<file path="config.mk">
export PLATFORM = sky130hd
export DESIGN_NAME = dma_runstop_ctrl
export DESIGN_NICKNAME = d
export VERILOG_FILES = /design/src/rtl/dma_runstop_ctrl.sv
export SDC_FILE = /design/constraint.sdc
export NUM_CORES = 1
export LEC_CHECK = 0
export CAP_MARGIN = 20
export CORE_MARGIN = 5
export CORE_UTILIZATION = 35
export CTS_CLUSTER_SIZE = 20
export DETAILED_ROUTE_END_ITERATION = 6
export DONT_BUFFER_PORTS = 1
export PLACE_DENSITY = 0.53
export SYNTH_ARGS = -nofsm -noshare
export SYNTH_HDL_FRONTEND = slang
export SYNTH_SLANG_ARGS = --single-unit
</file>
<file path="constraint.sdc">
create_clock -name clk -period 2.2 [get_ports clk]
set_input_delay 0.11 -clock clk [delete_from_list [all_inputs] [get_ports clk]]
set_output_delay 0.11 -clock clk [all_outputs]
set_load 0.05 [all_outputs]
</file>
<file path="src/rtl/dma_runstop_ctrl.sv">
module dma_runstop_ctrl #(
  parameter int ADDR_W     = 32,
  parameter int DESC_BYTES = 16
) (
  input  logic              clk,
  input  logic              rst_n,
  input  logic              run_en,
  input  logic [ADDR_W-1:0] list_base,
  input  logic              poll_req,
  input  logic              desc_valid,
  input  logic              desc_owned,
  input  logic              desc_last,
  input  logic              frame_start,
  input  logic              frame_done,
  input  logic              unavail_clr,
  output logic [ADDR_W-1:0] cur_ptr,
  output logic [1:0]        proc_state,
  output logic              fetch_req,
  output logic              buf_unavail
);
  localparam logic [1:0] ST_STOP = 2'd0, ST_RUN = 2'd1, ST_SUSP = 2'd2;
  localparam logic [ADDR_W-1:0] STEP = ADDR_W'(DESC_BYTES);

  logic [1:0]        st;
  logic [ADDR_W-1:0] ptr, base_q;
  logic              have_desc, in_frame, ring_end, started, unavail;

  wire adopt   = !started || (list_base != base_q);
  wire refused = (st == ST_RUN) && run_en && !have_desc && desc_valid && !desc_owned;
  wire [ADDR_W-1:0] nxt_ptr = ring_end ? base_q : ptr + STEP;

  always_ff @(posedge clk) begin
    if (!rst_n) begin
      st        <= ST_STOP;
      ptr       <= '0;
      base_q    <= '0;
      have_desc <= 1'b0;
      in_frame  <= 1'b0;
      ring_end  <= 1'b0;
      started   <= 1'b0;
    end else begin
      case (st)
        ST_STOP: if (run_en) begin
          st        <= ST_RUN;
          started   <= 1'b1;
          have_desc <= 1'b0;
          in_frame  <= 1'b0;
          if (adopt) begin
            ptr    <= list_base;
            base_q <= list_base;
          end
        end
        ST_RUN: begin
          if (in_frame) begin
            if (frame_done) begin
              ptr       <= nxt_ptr;
              have_desc <= 1'b0;
              in_frame  <= 1'b0;
              if (!run_en) st <= ST_STOP;
            end
          end else if (!run_en) begin
            st        <= ST_STOP;
            have_desc <= 1'b0;
          end else if (have_desc) begin
            if (frame_start) in_frame <= 1'b1;
          end else if (desc_valid) begin
            if (desc_owned) begin
              have_desc <= 1'b1;
              ring_end  <= desc_last;
            end else begin
              st <= ST_SUSP;
            end
          end
        end
        ST_SUSP: begin
          if (!run_en)       st <= ST_STOP;
          else if (poll_req) st <= ST_RUN;
        end
        default: st <= ST_STOP;
      endcase
    end
  end

  always_ff @(posedge clk) begin
    if (!rst_n)           unavail <= 1'b0;
    else if (refused)     unavail <= 1'b1;
    else if (unavail_clr) unavail <= 1'b0;
  end

  assign cur_ptr     = ptr;
  assign proc_state  = st;
  assign fetch_req   = (st == ST_RUN) && !have_desc && !in_frame;
  assign buf_unavail = unavail;
endmodule

</file>
* Word-level counts from Yosys, hierarchy flattened
Index checks and enable logic that the tools add are counted.
** Cells by class
- Muxes and demuxes :: 33
- Reductions and logical operators :: 21
- Equality and inequality tests :: 13
- Add/sub/neg operators :: 1
- Bitwise gates (word level) :: 2
** Operators with widths (number)
- 32-bit two-way mux :: 5
- 32-bit one-hot mux with 2 select lines :: 1
- 32-bit by 5-bit adder with 32-bit output, second input constant :: 1
- 32-bit != test :: 1
- 2-bit two-way mux :: 10
- 3-bit != test, second input constant :: 6
- 1-bit two-way mux :: 14
- 2-bit != test, second input constant :: 4
- 7-bit AND reduction :: 1
- 1-bit logical AND :: 6
- 2-bit one-hot mux with 3 select lines :: 1
- 3-bit AND reduction :: 2
- 6-bit AND reduction :: 1
- 5-bit AND reduction :: 1
- 1-bit logical NOT :: 4
- 1-bit one-hot mux with 2 select lines :: 2
- 2-bit AND reduction :: 2
- 2-bit nonzero test :: 2
- 2-bit by 1-bit == test with 1-bit output, second input constant :: 1
- 2-bit == test, second input constant :: 1
- 2-bit logical NOT :: 1
- 1-bit NOT :: 2
- 1-bit logical OR :: 1
** Word-level totals
- Register bits after elaboration :: 71
- Output and inout bits :: 36
- Word-level logic and storage cells :: 78
- Input port bits :: 42

* Depth between registers and ports, before layout
- Depth after elaboration :: 6
- Gate-level depth with buffers :: 9
- Mapped depth without buffers :: 7

* Least setup slack after synthesis
Ideal clock, no wire load.
- Path kind :: flip-flop to flip-flop
- Start point :: register st[0], in the netlist proc_state[0]
- End point :: register ring_end
- Required time :: 2070 ps
- Stages on the path, launching flop included :: 8
- Library setup time :: 130 ps
- Buffers on the path :: 2
- Setup slack :: -584 ps
- Arrival time :: 2654 ps
- Clock period less this slack :: 2784 ps
- Cells stage by stage :: dfxtp_1 > clkbuf_1 > nand2b_1 > clkbuf_1 > nor3_1 > nand3_1 > mux2i_1 > nor2_1
** On the way
- Longest elaborated chain between the ends :: 2
** RTL lines
- start: declaration :: RTL line 24 : logic [1:0] st;
- start signal: assignment :: RTL line 34 : st <= ST_STOP;
- start signal: assignment :: RTL line 44 : st <= ST_RUN;
- start signal: assignment :: RTL line 59 : if (!run_en) st <= ST_STOP;
- 2-bit by 1-bit == test with 1-bit output :: RTL line 42 : case (st)
- 6-bit AND reduction (no line)
- end signal: assignment :: RTL line 69 : ring_end <= desc_last;
- end: declaration :: RTL line 26 : logic have_desc, in_frame, ring_end, started, unavail;
No other way between the ends.
A chain may end at the register's enable or synchronous reset.

* Worst setup path after layout
- Start point :: register base_q[28]
- End point :: register ptr[26], in the netlist cur_ptr[26]
** On the way
- Longest elaborated chain between the ends :: 4
** RTL lines
- start: declaration :: RTL line 25 : logic [ADDR_W-1:0] ptr, base_q;
- start signal: assignment :: RTL line 50 : base_q <= list_base;
- 32-bit != test :: RTL line 28 : wire adopt = !started || (list_base != base_q);
- 1-bit logical OR :: RTL line 28
- 2-bit != test (no line)
- 5-bit AND reduction (no line)
- end signal: assignment :: RTL line 49 : ptr <= list_base;
- end signal: assignment :: RTL line 56 : ptr <= nxt_ptr;
- end: declaration :: RTL line 25
No other way between the ends.

==> results.md <==
- Mux share of post-synthesis cell area: 8.15%
- Post-synthesis cell type count: 62
- Share of flip-flops with an asynchronous set or reset: 0%
- Sequential share of the synthesized area: 31.3%
- First-pass GRT wire length: 26700 um
- Number of core rows: 41
- IO Pins: 78
- Largest net degree at the start of global routing: 90
- Routed vias/inst: 5.73
- Syn. warnings: 0
- Startpoint types: register
- Clock buffer count from CTS: 9
- TritonCTS clock tree: yes
- Worst hold path type: primary input to register
- Xor and xnor fraction of the mapped netlist area: 5.78%
- Synth Flop Type: dfxtp_1
- Area after DPL: 0.00504 sq mm
- Data arrival, critical path: 2.33 ns
- Vias: 4867
- Critical Path RT: 2.44 ns
- Die X-Extent: 124 um
- Initial antenna violation count: 0
- Max Root-Sink Buffers: 2
- Total power per unit cell area: 701 mW/mm^2
- Initial DRC count: 614
- Yosys reg bits: 71
- Core area: 0.0127 sq mm
- # DRC: 0
- CP max-delay cell: dfxtp_1
- Main combinational cell family by area after synthesis: simple AND/OR/NAND/NOR gates
- Final Hold Viols: 0
- Initial Utilization: 35.9%
- EDFF count, synth: 0
- RSZ-0062 raised after global routing: no
- Critical path endpoint category: register
- Total Routing Usage GR: 22.6%
- Top cell type's share of synthesized area: 31.3%
- Peak per-stage delay on the critical path: 0.33 ns
- Synthesized net count: 638
- Commonest cells post-synth: nand2_1 (114), dfxtp_1 (71), o21ai_0 (44)
- Final non-filler cell area: 0.00600 sq mm
- Clk slew on worst S/H paths: 0.06 ns
- GRT overflow: 0
- Vias in the first global route: 4714
- First-pass detailed-route iteration total: 5
- Clk_skew: 0.00820 ns
- Mean routed wirelength per cell: 20.1 um
- Post-synth top area cell: dfxtp_1
- # setup viols final: 0
- Crit-path max FO: 8
- CTS H-Tree Depth: 3
- Root Buffer: clkbuf_16
- Nets@finish: 715
- Leak: 2.27 nW
- Clock Latency Late Sink: 0.35 ns
- Cell with the most instances after synthesis: nand2_1
- Placer congestion estimate: 0.859
- Adder-cell share of the synthesized area: 0.275%
- Compound-Gate Fraction of Synth Area: 22.1%
- Post-Synthesis Cells: 595
- Die height: 124 um
- Max_cap viols: 0
- Final min period: 2.09 ns
- Area Overhead vs Synth: 31.9%
- Antenna-violating nets left: 0
- Placed wire-length estimate: 11700 um
- Worst VDD drop: 0.000400 V
- Final Max Slew Viols: 0
- CTS Sinks: 71
- Final period utilization: 95.2%
- Simple-Gate Fraction of Synth Area: 26.3%
- Post-synthesis cell area: 0.00455 sq mm
- Slew @ Worst Pin: 0.639 ns
- Setup TNS: 0 ns
- Routed Wire Length: 17100 um
- WS Path Type: register to register
- Number of diodes: 0
- Layout cells sized above 1: 14.6%
- Worst rel slew slack: 57.3%
- DIE AREA: 0.0154 sq mm
- Syn Area/Cell: 7.64 sq um
- I/O Buffers: 0
- Run status: completed
- Ranking of synthesized cells by area: dfxtp_1 (31%), nand2_1 (9.4%), mux2i_1 (8.1%)
- Fmax: 0.478 GHz
- Crit path cell chain: xnor2_1, nand4_1, nor3_1, and4_1, buf_4, buf_4, nor3_1, o221a_2
## timing repair
action / CTS / global route
endpoints found under the setup margin: 24 / 57
pin swaps: 0 / 2
setup buffers: 0 / 1
hold buffers: 55 / 0
resized for setup: 1 / 3
hold endpoints to repair: 64 / 0
## kinds of logic after synthesis
kind of cell / Yosys count
fa+ha+maj: 1
flops: 71
xor+xnor: 30
compound gates: 151
buf+inv: 61
mux: 37
simple gates: 244
## final timing paths
kind | from | to | slack, ns | cells past startpoint
max | base_q[28] | cur_ptr[26] | 0.11 | 8
min | list_base[14] | cur_ptr[14] | 0.008 | 2
max reg2reg | base_q[28] | cur_ptr[26] | 0.11 | 8
min reg2reg | base_q[11] | base_q[11] | 0.47 | 2
## layer usage
layer / GRT usage (%) / wire [um] / up-vias
li1: - / - / 2309
met1: 31.3 / 7560 / 2313
met2: 35.1 / 7770 / 208
met3: 3.41 / 1260 / 37
met4: 9.65 / 494 / 0
met5: 0 / 0 / -
## stage by stage
| stage | total power (W) | hold slack [ns] | cells | util (%) | setup WS (ns) |
|---|---|---|---|---|---|
| 2_1_floorplan | 0.00211 | 0.252 | 595 | - | 0.00684 |
| 3_3_place_gp | 0.00232 | 0.249 | 777 | 39.8 | 0.0445 |
| 3_5_place_dp | 0.00233 | 0.260 | 777 | 39.8 | 0.0379 |
| 4_1_cts | 0.00420 | 0.00267 | 848 | 47.1 | 0.0182 |
| 5_1_grt | 0.00435 | 0.0278 | 849 | 47.3 | 0.0235 |
| 6_report | 0.00421 | 0.00812 | 849 | 47.3 | 0.107 |
## critical path: cells and delay by family (launching register included)
family	cells	cell delay [ns]
buf+inv	2	0.32
xor+xnor	1	0.28
flops	1	0.33
simple gates	4	0.81
compound gates	1	0.24
## cell usage in the layout, fill, tap and decap left out, drive strengths merged, types with 3 or more instances in the layout
master,Yosys,routed
xnor2,26,26
and2,10,10
a21oi,32,32
o311ai,7,7
xor2,4,4
a211oi,10,10
and4,7,7
mux2i,37,37
a31oi,7,7
nand2b,11,11
buf,11,59
nor2b,9,9
a22oi,3,3
nand2,114,114
nand4,19,19
o221a,3,3
nand3,20,20
and3,12,12
o211ai,12,12
clkbuf,36,11
dlygate4sd3,0,54
o31ai,7,7
nor4,3,3
inv,14,14
a2111oi,3,3
o21ai,44,44
nor3,10,10
nor2,24,24
dfxtp,71,71
bufinv,0,3
## sequential cells by signal, summed over array words and instances, names as in the netlist
name,count
proc_state,2
cur_ptr,32
buf_unavail,1
ring_end,1
have_desc,1
in_frame,1
base_q,32
started,1
## final cells by class
class	instances	area [sq um]
clock buffers	11	253
clock inverters	5	104
fillers	1258	6680
inverters	14	52.6
multi-input cells	463	2880
flip-flops and latches	71	1430
well taps	172	215
repair buffers	113	1060
## report_power, final
part | switching (W) | total, W | internal [W]
clock | 0.000600 | 0.00177 | 0.00117
combinational | 0.000583 | 0.000952 | 0.000369
sequential | 0.0000990 | 0.00148 | 0.00139
total | 0.00128 | 0.00421 | 0.00292
Note: power is estimated with default switching activity, not from simulation.
